<file path="src/rtl/tmr_pkg.sv">
package tmr_pkg;

    localparam int BYTE_W  = 8;
    localparam int COUNT_W = 16;
    localparam logic [1:0] CTRL_ADDR = 2'b11;

    typedef enum logic [1:0] {
        FMT_LATCH = 2'b00,
        FMT_HI    = 2'b01,
        FMT_LO    = 2'b10,
        FMT_LOHI  = 2'b11
    } fmt_e;

    typedef struct packed {
        logic [1:0] sel;
        fmt_e       fmt;
        logic [2:0] mode;
        logic       bcd;
    } ctrl_t;

    // Fold the don't-care upper bit of the periodic modes.
    function automatic logic [2:0] norm_mode(input logic [2:0] code);
        if (code[1])
            return {1'b0, code[1:0]};
        return code;
    endfunction

endpackage

</file>
<file path="src/rtl/tmr_ctrl_decode.sv">
module tmr_ctrl_decode
    import tmr_pkg::*;
(
    input  logic [BYTE_W-1:0] byte_in,
    output ctrl_t             ctrl,
    output logic              legal
);
    always_comb begin
        ctrl.sel  = byte_in[7:6];
        ctrl.fmt  = fmt_e'(byte_in[5:4]);
        ctrl.mode = norm_mode(byte_in[3:1]);
        ctrl.bcd  = byte_in[0];
        legal     = (byte_in[7:6] != 2'b11);
    end
endmodule

</file>
<file path="src/rtl/tmr_chan_port.sv">
module tmr_chan_port
    import tmr_pkg::*;
(
    input  logic               clk,
    input  logic               rst,
    input  logic               cfg_wr,
    input  logic               latch_cmd,
    input  ctrl_t              ctrl,
    input  logic               data_wr,
    input  logic               data_rd,
    input  logic [BYTE_W-1:0]  wbyte,
    input  logic [COUNT_W-1:0] live,
    output logic [2:0]         mode,
    output fmt_e               fmt,
    output logic               bcd,
    output logic               cfg_stb,
    output logic [COUNT_W-1:0] count,
    output logic               halt_stb,
    output logic               ready_stb,
    output logic [BYTE_W-1:0]  rd_byte
);
    logic               wptr;
    logic               rptr;
    logic               held;
    logic [COUNT_W-1:0] hold;
    logic [BYTE_W-1:0]  lo_keep;
    logic [COUNT_W-1:0] src;
    logic               last_rd;

    assign last_rd = (fmt != FMT_LOHI) || rptr;

    always_ff @(posedge clk) begin
        if (rst) begin
            mode      <= 3'd0;
            fmt       <= FMT_LOHI;
            bcd       <= 1'b0;
            cfg_stb   <= 1'b0;
            count     <= '0;
            halt_stb  <= 1'b0;
            ready_stb <= 1'b0;
            wptr      <= 1'b0;
            rptr      <= 1'b0;
            held      <= 1'b0;
            hold      <= '0;
            lo_keep   <= '0;
        end else begin
            cfg_stb   <= 1'b0;
            halt_stb  <= 1'b0;
            ready_stb <= 1'b0;
            if (cfg_wr) begin
                mode    <= ctrl.mode;
                fmt     <= ctrl.fmt;
                bcd     <= ctrl.bcd;
                cfg_stb <= 1'b1;
                wptr    <= 1'b0;
                rptr    <= 1'b0;
                held    <= 1'b0;
            end else begin
                if (latch_cmd && !held) begin
                    hold <= live;
                    held <= 1'b1;
                end
                if (data_wr) begin
                    unique case (fmt)
                        FMT_HI: begin
                            count     <= {wbyte, {BYTE_W{1'b0}}};
                            ready_stb <= 1'b1;
                        end
                        FMT_LO: begin
                            count     <= {{BYTE_W{1'b0}}, wbyte};
                            ready_stb <= 1'b1;
                        end
                        FMT_LOHI: begin
                            if (!wptr) begin
                                lo_keep  <= wbyte;
                                halt_stb <= 1'b1;
                                wptr     <= 1'b1;
                            end else begin
                                count     <= {wbyte, lo_keep};
                                ready_stb <= 1'b1;
                                wptr      <= 1'b0;
                            end
                        end
                        default: ;
                    endcase
                end
                if (data_rd) begin
                    if (fmt == FMT_LOHI)
                        rptr <= ~rptr;
                    if (held && last_rd)
                        held <= 1'b0;
                end
            end
        end
    end

    always_comb begin
        src = held ? hold : live;
        unique case (fmt)
            FMT_HI:   rd_byte = src[COUNT_W-1:BYTE_W];
            FMT_LOHI: rd_byte = rptr ? src[COUNT_W-1:BYTE_W] : src[BYTE_W-1:0];
            default:  rd_byte = src[BYTE_W-1:0];
        endcase
    end
endmodule

</file>
<file path="src/rtl/tmr_read_mux.sv">
module tmr_read_mux
    import tmr_pkg::*;
#(
    parameter int NCH = 3
) (
    input  logic [1:0]            addr,
    input  logic [NCH*BYTE_W-1:0] bytes,
    output logic [BYTE_W-1:0]     rdata
);
    always_comb begin
        rdata = '0;
        for (int i = 0; i < NCH; i++)
            if (addr == 2'(i))
                rdata = bytes[i*BYTE_W +: BYTE_W];
    end
endmodule

</file>
<file path="src/rtl/tmr_bus_if.sv">
module tmr_bus_if
    import tmr_pkg::*;
#(
    parameter int NCH = 3
) (
    input  logic                   clk,
    input  logic                   rst,
    input  logic                   wr_en,
    input  logic                   rd_en,
    input  logic [1:0]             addr,
    input  logic [7:0]             wdata,
    output logic [7:0]             rdata,
    input  logic [NCH*16-1:0]      live_count,
    output logic [NCH*3-1:0]       ch_mode,
    output logic [NCH*2-1:0]       ch_fmt,
    output logic [NCH-1:0]         ch_bcd,
    output logic [NCH-1:0]         cfg_stb,
    output logic [NCH*16-1:0]      count_value,
    output logic [NCH-1:0]         halt_stb,
    output logic [NCH-1:0]         ready_stb
);
    ctrl_t                 ctrl;
    logic                  legal;
    logic                  ctrl_wr;
    logic [NCH*BYTE_W-1:0] rd_bytes;

    assign ctrl_wr = wr_en && (addr == CTRL_ADDR);

    tmr_ctrl_decode u_dec (
        .byte_in (wdata),
        .ctrl    (ctrl),
        .legal   (legal)
    );

    for (genvar g = 0; g < NCH; g++) begin : g_ch
        logic picked;
        fmt_e fmt_q;
        assign picked = ctrl_wr && legal && (ctrl.sel == 2'(g));
        assign ch_fmt[g*2 +: 2] = fmt_q;

        tmr_chan_port u_ch (
            .clk       (clk),
            .rst       (rst),
            .cfg_wr    (picked && (ctrl.fmt != FMT_LATCH)),
            .latch_cmd (picked && (ctrl.fmt == FMT_LATCH)),
            .ctrl      (ctrl),
            .data_wr   (wr_en && (addr == 2'(g))),
            .data_rd   (rd_en && !wr_en && (addr == 2'(g))),
            .wbyte     (wdata),
            .live      (live_count[g*COUNT_W +: COUNT_W]),
            .mode      (ch_mode[g*3 +: 3]),
            .fmt       (fmt_q),
            .bcd       (ch_bcd[g]),
            .cfg_stb   (cfg_stb[g]),
            .count     (count_value[g*COUNT_W +: COUNT_W]),
            .halt_stb  (halt_stb[g]),
            .ready_stb (ready_stb[g]),
            .rd_byte   (rd_bytes[g*BYTE_W +: BYTE_W])
        );
    end

    tmr_read_mux #(.NCH(NCH)) u_rmux (
        .addr  (addr),
        .bytes (rd_bytes),
        .rdata (rdata)
    );
endmodule

</file>
<file path="config.mk">
export PLATFORM = sky130hd
export DESIGN_NAME = tmr_bus_if
export DESIGN_NICKNAME = d
export VERILOG_FILES = /design/src/rtl/tmr_pkg.sv /design/src/rtl/tmr_ctrl_decode.sv /design/src/rtl/tmr_chan_port.sv /design/src/rtl/tmr_read_mux.sv /design/src/rtl/tmr_bus_if.sv
export SDC_FILE = /design/constraint.sdc
export NUM_CORES = 1
export LEC_CHECK = 0
export CAP_MARGIN = 30
export CELL_PAD_IN_SITES_DETAIL_PLACEMENT = 0
export CELL_PAD_IN_SITES_GLOBAL_PLACEMENT = 1
export CORE_UTILIZATION = 39
export CTS_CLUSTER_DIAMETER = 100
export CTS_CLUSTER_SIZE = 20
export DETAILED_ROUTE_END_ITERATION = 8
export GPL_TIMING_DRIVEN = 0
export PLACE_DENSITY = 0.8
export SYNTH_ARGS = -nofsm -noshare
export SYNTH_HDL_FRONTEND = slang
export SYNTH_SLANG_ARGS = --single-unit
</file>
<file path="constraint.sdc">
create_clock -name clk -period 1.9 [get_ports clk]
set_input_delay 0.19 -clock clk [delete_from_list [all_inputs] [get_ports clk]]
set_output_delay 0.19 -clock clk [all_outputs]
set_load 0.02 [all_outputs]
</file>
Word level (Yosys, flattened, before mapping)
Cells that the tools add are included. Widths: inputs -> output; s select.

Bits of input ports: 62. Output and inout port bits: 83. Word-level logic and storage cells: 179. Flip-flop bits (word level): 156.

Eq/ne operators: 21. Mux-type cells: 42. Bitwise gates (word level): 15. Reductions and logical operators: 65.

Operators by type and width (number): $pmux 16 s3 (3); $mux 16 (6); $mux 8 (6); $pmux 8 s2 (3); $logic_and 1x1->1 (24); $reduce_and 4->1 (6); $mux 1 (19); $eq 2x2->1 const B (9); $reduce_and 2->1 (9); $not 1->1 (15); $reduce_or 2->1 (6); $reduce_or 4->1 (3); $eq 2x1->1 const B (5); $reduce_bool 3->1 (3); $reduce_or 3->1 (3); $ne 2x2->1 const B (4); $logic_not 2->1 (3); $mux 3 (2); $ne 2x1->1 const B (3); $pmux 1 s2 (3); $logic_not 1->1 (4); $logic_or 1x1->1 (3); $reduce_bool 2->1 (1).

Depth between registers and ports, before layout
Depth after elaboration: 9. Mapped depth: 8. Mapped depth without buffers: 6.

Cells and area by module
From an unflattened synthesis, not the netlist that was laid out.

Cell total of the unflattened synthesis: 838. Area, all modules: 7393.3 um^2.

Modules (own cells, without submodules): tmr_chan_port (area each 2324.7 um^2, seq. area each 1041.0 um^2, cells an instance 264, times used 3); tmr_read_mux (area each 197.7 um^2, seq. area each 0.0 um^2, cells an instance 20, times used 1); tmr_bus_if (area each 151.4 um^2, seq. area each 0.0 um^2, cells an instance 17, times used 1); tmr_ctrl_decode (area each 70.1 um^2, seq. area each 0.0 um^2, cells an instance 9, times used 1).

Worst setup path before layout
Ideal clock, no wire load.

Path kind: register to output. From: register g_ch[0].u_ch.fmt[1]. To: output rdata[6]. Slack: -0.474 ns. Stages on the path, launching flop included: 8. Data arrival time: 2.184 ns. Buffers on the path: 1. Required time: 1.710 ns. Path through: dfxtp_1 > inv_1 > ha_1 > clkbuf_1 > nor2_1 > nor2_1 > o221a_2 > a221oi_1.

Word-level cells in the longest chain between the ends: 5. Elaborated cells on any way between the ends: 6. Classes of those cells: 2 x eq/ne; 4 x mux.

Ends and longest elaborated chain: from (decl) (line tmr_chan_port.sv:14) `output fmt_e fmt,`; from (signal assigned) (line tmr_chan_port.sv:52) `fmt <= ctrl.fmt;`; $eq 2x2->1 or $eq 2x1->1 (tied branches) (line tmr_chan_port.sv:99) `unique case (fmt)`; $pmux 8 s2 (*) (line tmr_chan_port.sv:99); $mux 8 (*) (3 in series) (line tmr_read_mux.sv:13) `if (addr == 2'(i))`; to (decl) (line tmr_bus_if.sv:12) `output logic [7:0] rdata,`.

Mark *: on every way between the ends. The rest lies on a longest branch, timed or not.

Worst setup path in the final report
From: register g_ch[1].u_ch.fmt[0]. To: output rdata[0].

Word-level cells in the longest chain between the ends: 4. Elaborated cells on any way between the ends: 5. Classes of those cells: 2 x eq/ne; 3 x mux.

Ends and longest elaborated chain (line): from (decl) (tmr_chan_port.sv:14); from (signal assigned) (tmr_chan_port.sv:52); $eq 2x2->1 or $eq 2x1->1 (tied branches) (tmr_chan_port.sv:99); $pmux 8 s2 (*) (tmr_chan_port.sv:99); $mux 8 (*) (2 in series) (tmr_read_mux.sv:13).

Marked as above.

==> key figures <==
Outcome
  • Status: finished, violations left
  • Failing checks: DRC, setup timing

Die
  • FP Rows: around 50
  • Die area: between 0.015 and 0.02 mm^2
  • Core Area: between 0.015 and 0.02 mm^2
  • Ports: ~150
  • Die Ht: 139 um
  • Starting Density: 0.401
  • Die W: ~140 um

Layout
  • Final Net Count: 1016
  • Cell area after layout: roughly 0.010 mm^2
  • P&R area growth vs syn: 40.8%
  • Ant. Diodes: 0
  • Fillers: 1595
  • Layout cells sized above 1: 0.216

Yosys
  • Most common cell in the netlist: dfxtp_1
  • Yosys top cell area share: 0.429
  • Cell count after synthesis: between 700 and 800
  • Mean Syn Cell Area: about 9.5 um^2
  • Library cells used by synthesis: 46
  • Post-synthesis async set-or-reset flop share: 0
  • Synth Register Bits: 156
  • Top cells by count, synth: dfxtp_1, nor2_1, mux2i_1
  • Synth area leaders: dfxtp_1, mux2i_1, nor2_1
  • Syn_nets: around 840
  • Most used flip-flop cell after synthesis: dfxtp_1
  • Netlist Area Pre-Place: about 0.0073 mm^2
  • Yosys warns: 0
  • Number of flops mapped to enable cells by yosys: 0
  • Seq/Total Area, Yosys: 0.429
  • Area leader, netlist: dfxtp_1

Clocking
  • Clock Sinks: 156
  • Skew-Pair Late Insertion Delay: around 430 ps
  • CTS Hold Bufs: 0
  • Max Buffers Root-to-Sink: 2
  • H-Tree Depth: 4
  • TritonCTS Buffers: 17
  • Clk slew on worst S/H paths: roughly 70 ps
  • CTS tree: yes
  • Root buffer cell: clkbuf_16

Job
  • Max-cap viol count: 0

Global route
  • First-pass GRT wire length: between 30000 and 40000 um
  • GR Util All Layers: 0.220
  • Vias in the first global route: 5980
  • Gr ovfl total: 0
  • Pin count of the biggest net entering global routing: 17
  • Antenna violations before repair: 0

Timing
  • Final worst slack: -343 ps
  • Max Fclk: between 400 and 500 MHz
  • Hold Vio Cnt, Final: 0
  • Setup Skew: around 6.5 ps
  • Tightest Pin Transition: approximately 690 ps
  • Max-slew headroom: 0.539
  • Part of the cycle the worst path needs: 1.18
  • Final setup fails: 8
  • Max Slew Vio Count: 0
  • Final min period: 2240 ps
  • RSZ-0062 raised after global routing: yes

Worst hold path
  • Worst Hold Class: in -> reg
  • WHS Path Cells: 3

Power and ir drop
  • Max VDD drop: 0.000597 V
  • Clock power share: 0.463
  • Leak pwr: ~4.0 nW
  • Sequential Power Share: 0.426
  • Combinational power share: 0.111
  • Power per cell area: between 700 and 800 mW/mm^2
  • NetSw: between 1.5 and 2 mW
  • Pint: just under 6 mW
  • Switching part of the total: 0.252
  • Total power: between 7 and 8 mW

Routing
  • Post-detailed-route wirelength per cell: between 15 and 20 um
  • DRT Wirelength: 21000 um
  • Vias: 6171
  • DR pass1 iterations: 7
  • Via density: 5.22
  • Final ANT Viol Nets: 0
  • DRC Markers: 12
  • First DRT Iteration DRCs: 370

Critical path
  • Critical Path End Type: output port
  • Setup CP Type: reg -> out
  • Reg2reg setup slack: approximately 80 ps
  • Critical path required time: 1710 ps
  • Worst EP arrival: between 2000 and 2500 ps
  • Worst-path fanout max: 7
  • Reg2Reg Depth: 8
  • Startpoint Class: flip-flop

Place
  • Routability congestion estimate: around 0.77
  • Port bufs: approximately 140
  • Dpl hpwl: around 15000 um
  • Post-DP Area: about 0.009 mm^2
==> layer usage <==
| metal | global-route usage | wire length, um | part of all wire |
|---|---|---|---|
| met5 | 0 | 0 | 0 |
| met4 | 0.0684 | 247 | 0.012 |
| met3 | 0.0421 | 926 | 0.044 |
| met2 | 0.357 | 9840 | 0.47 |
| met1 | 0.294 | 10000 | 0.48 |
==> cell type report <==
cell class,count,area (um^2),share of cell area
Clock buffer,18,439,0.0428
Timing Repair Buffer,163,1650,0.161
Inverter,12,47.5,0.00464
Sequential cell,156,3150,0.307
Multi-Input combinational cell,523,4060,0.396
Tap cell,229,287,0.0280
Clock inverter,14,183,0.0178
Buffer,68,447,0.0436
==> final timing paths <==
kind                                        from                                  end
max             g_ch[1].u_ch.fmt[0]$_SDFFE_PP1P_                             rdata[0]
min                                      addr[1]    g_ch[2].u_ch.ready_stb$_SDFF_PP0_
max reg2reg     g_ch[2].u_ch.fmt[0]$_SDFFE_PP1P_  g_ch[2].u_ch.count[15]$_SDFFE_PP0P_
min reg2reg  g_ch[2].u_ch.count[10]$_SDFFE_PP0P_  g_ch[2].u_ch.count[10]$_SDFFE_PP0P_
==> logic make-up after synthesis <==
kind of cell    count (synthesis)  synth area share
simple gates                  233             0.149
flops                         156             0.429
mux                           142             0.201
compound gates                131             0.135
buf+inv                        85            0.0588
fa+ha+maj                      13            0.0223
xor+xnor                        4           0.00481
==> what timing repair did <==
item | in CTS | in global routing
endpoints found under the hold margin | 0 | 0
endpoints found under the setup margin | 88 | 90
gates resized for setup | 103 | 47
cloned | 0 | 0
buffers inserted | 9 | 14
pin swaps | 22 | 31
==> registers in the layout (all words and copies together), names as in the netlist <==
name and count:
g_ch.u_ch.bcd 3, g_ch.u_ch.cfg_stb 3, g_ch.u_ch.count 48, g_ch.u_ch.fmt 6, g_ch.u_ch.halt_stb 3, g_ch.u_ch.held 3, g_ch.u_ch.hold 48, g_ch.u_ch.lo_keep 24
g_ch.u_ch.mode 9, g_ch.u_ch.ready_stb 3, g_ch.u_ch.rptr 3, g_ch.u_ch.wptr 3
==> worst max-delay path, stage by stage (launching register included) <==
cell	delay [ps]
dfxtp_4	390
ha_4	180
mux2_4	350
o22a_1	240
nor2_2	130
a2bb2oi_2	190
buf_6	140
==> stage by stage <==
stage	setup slack (ps)	util	instances	hold WS, ps	setup TNS, ps
floorplan	-6.42	-	764	334	-18.3
global placement	-747	0.499	1134	440	-55310
detailed placement	-741	0.499	1134	445	-57470
CTS	-420	0.549	1173	119	-3000
global route	-422	0.565	1183	146	-2990
finish	-343	0.565	1183	134	-2390
==> layout by cell type, fill, tap and decap left out, types with 14 or more instances in the layout <==
cell / count
a211oi_1: 15
a21oi_1: 18
a22oi_1: 18
and2_1: 16
buf_4: 39
buf_6: 14
clkbuf_1: 22
clkbuf_16: 17
clkdlybuf4s50_1: 133
dfxtp_1: 150
mux2_2: 32
mux2i_1: 108
nand2_1: 14
nand3_1: 14
nor2_1: 126
==> power by group through the flow <==
stage	combinational, mW	sequential [mW]	clock [mW]
detailed placement	0.800	3.41	0
global placement	0.798	3.41	0
floorplan	0.436	3.42	0
finish	0.866	3.34	3.63
CTS	0.827	3.34	3.66
global route	0.928	3.34	3.83
No activity file was read; power rests on OpenSTA's default activity.
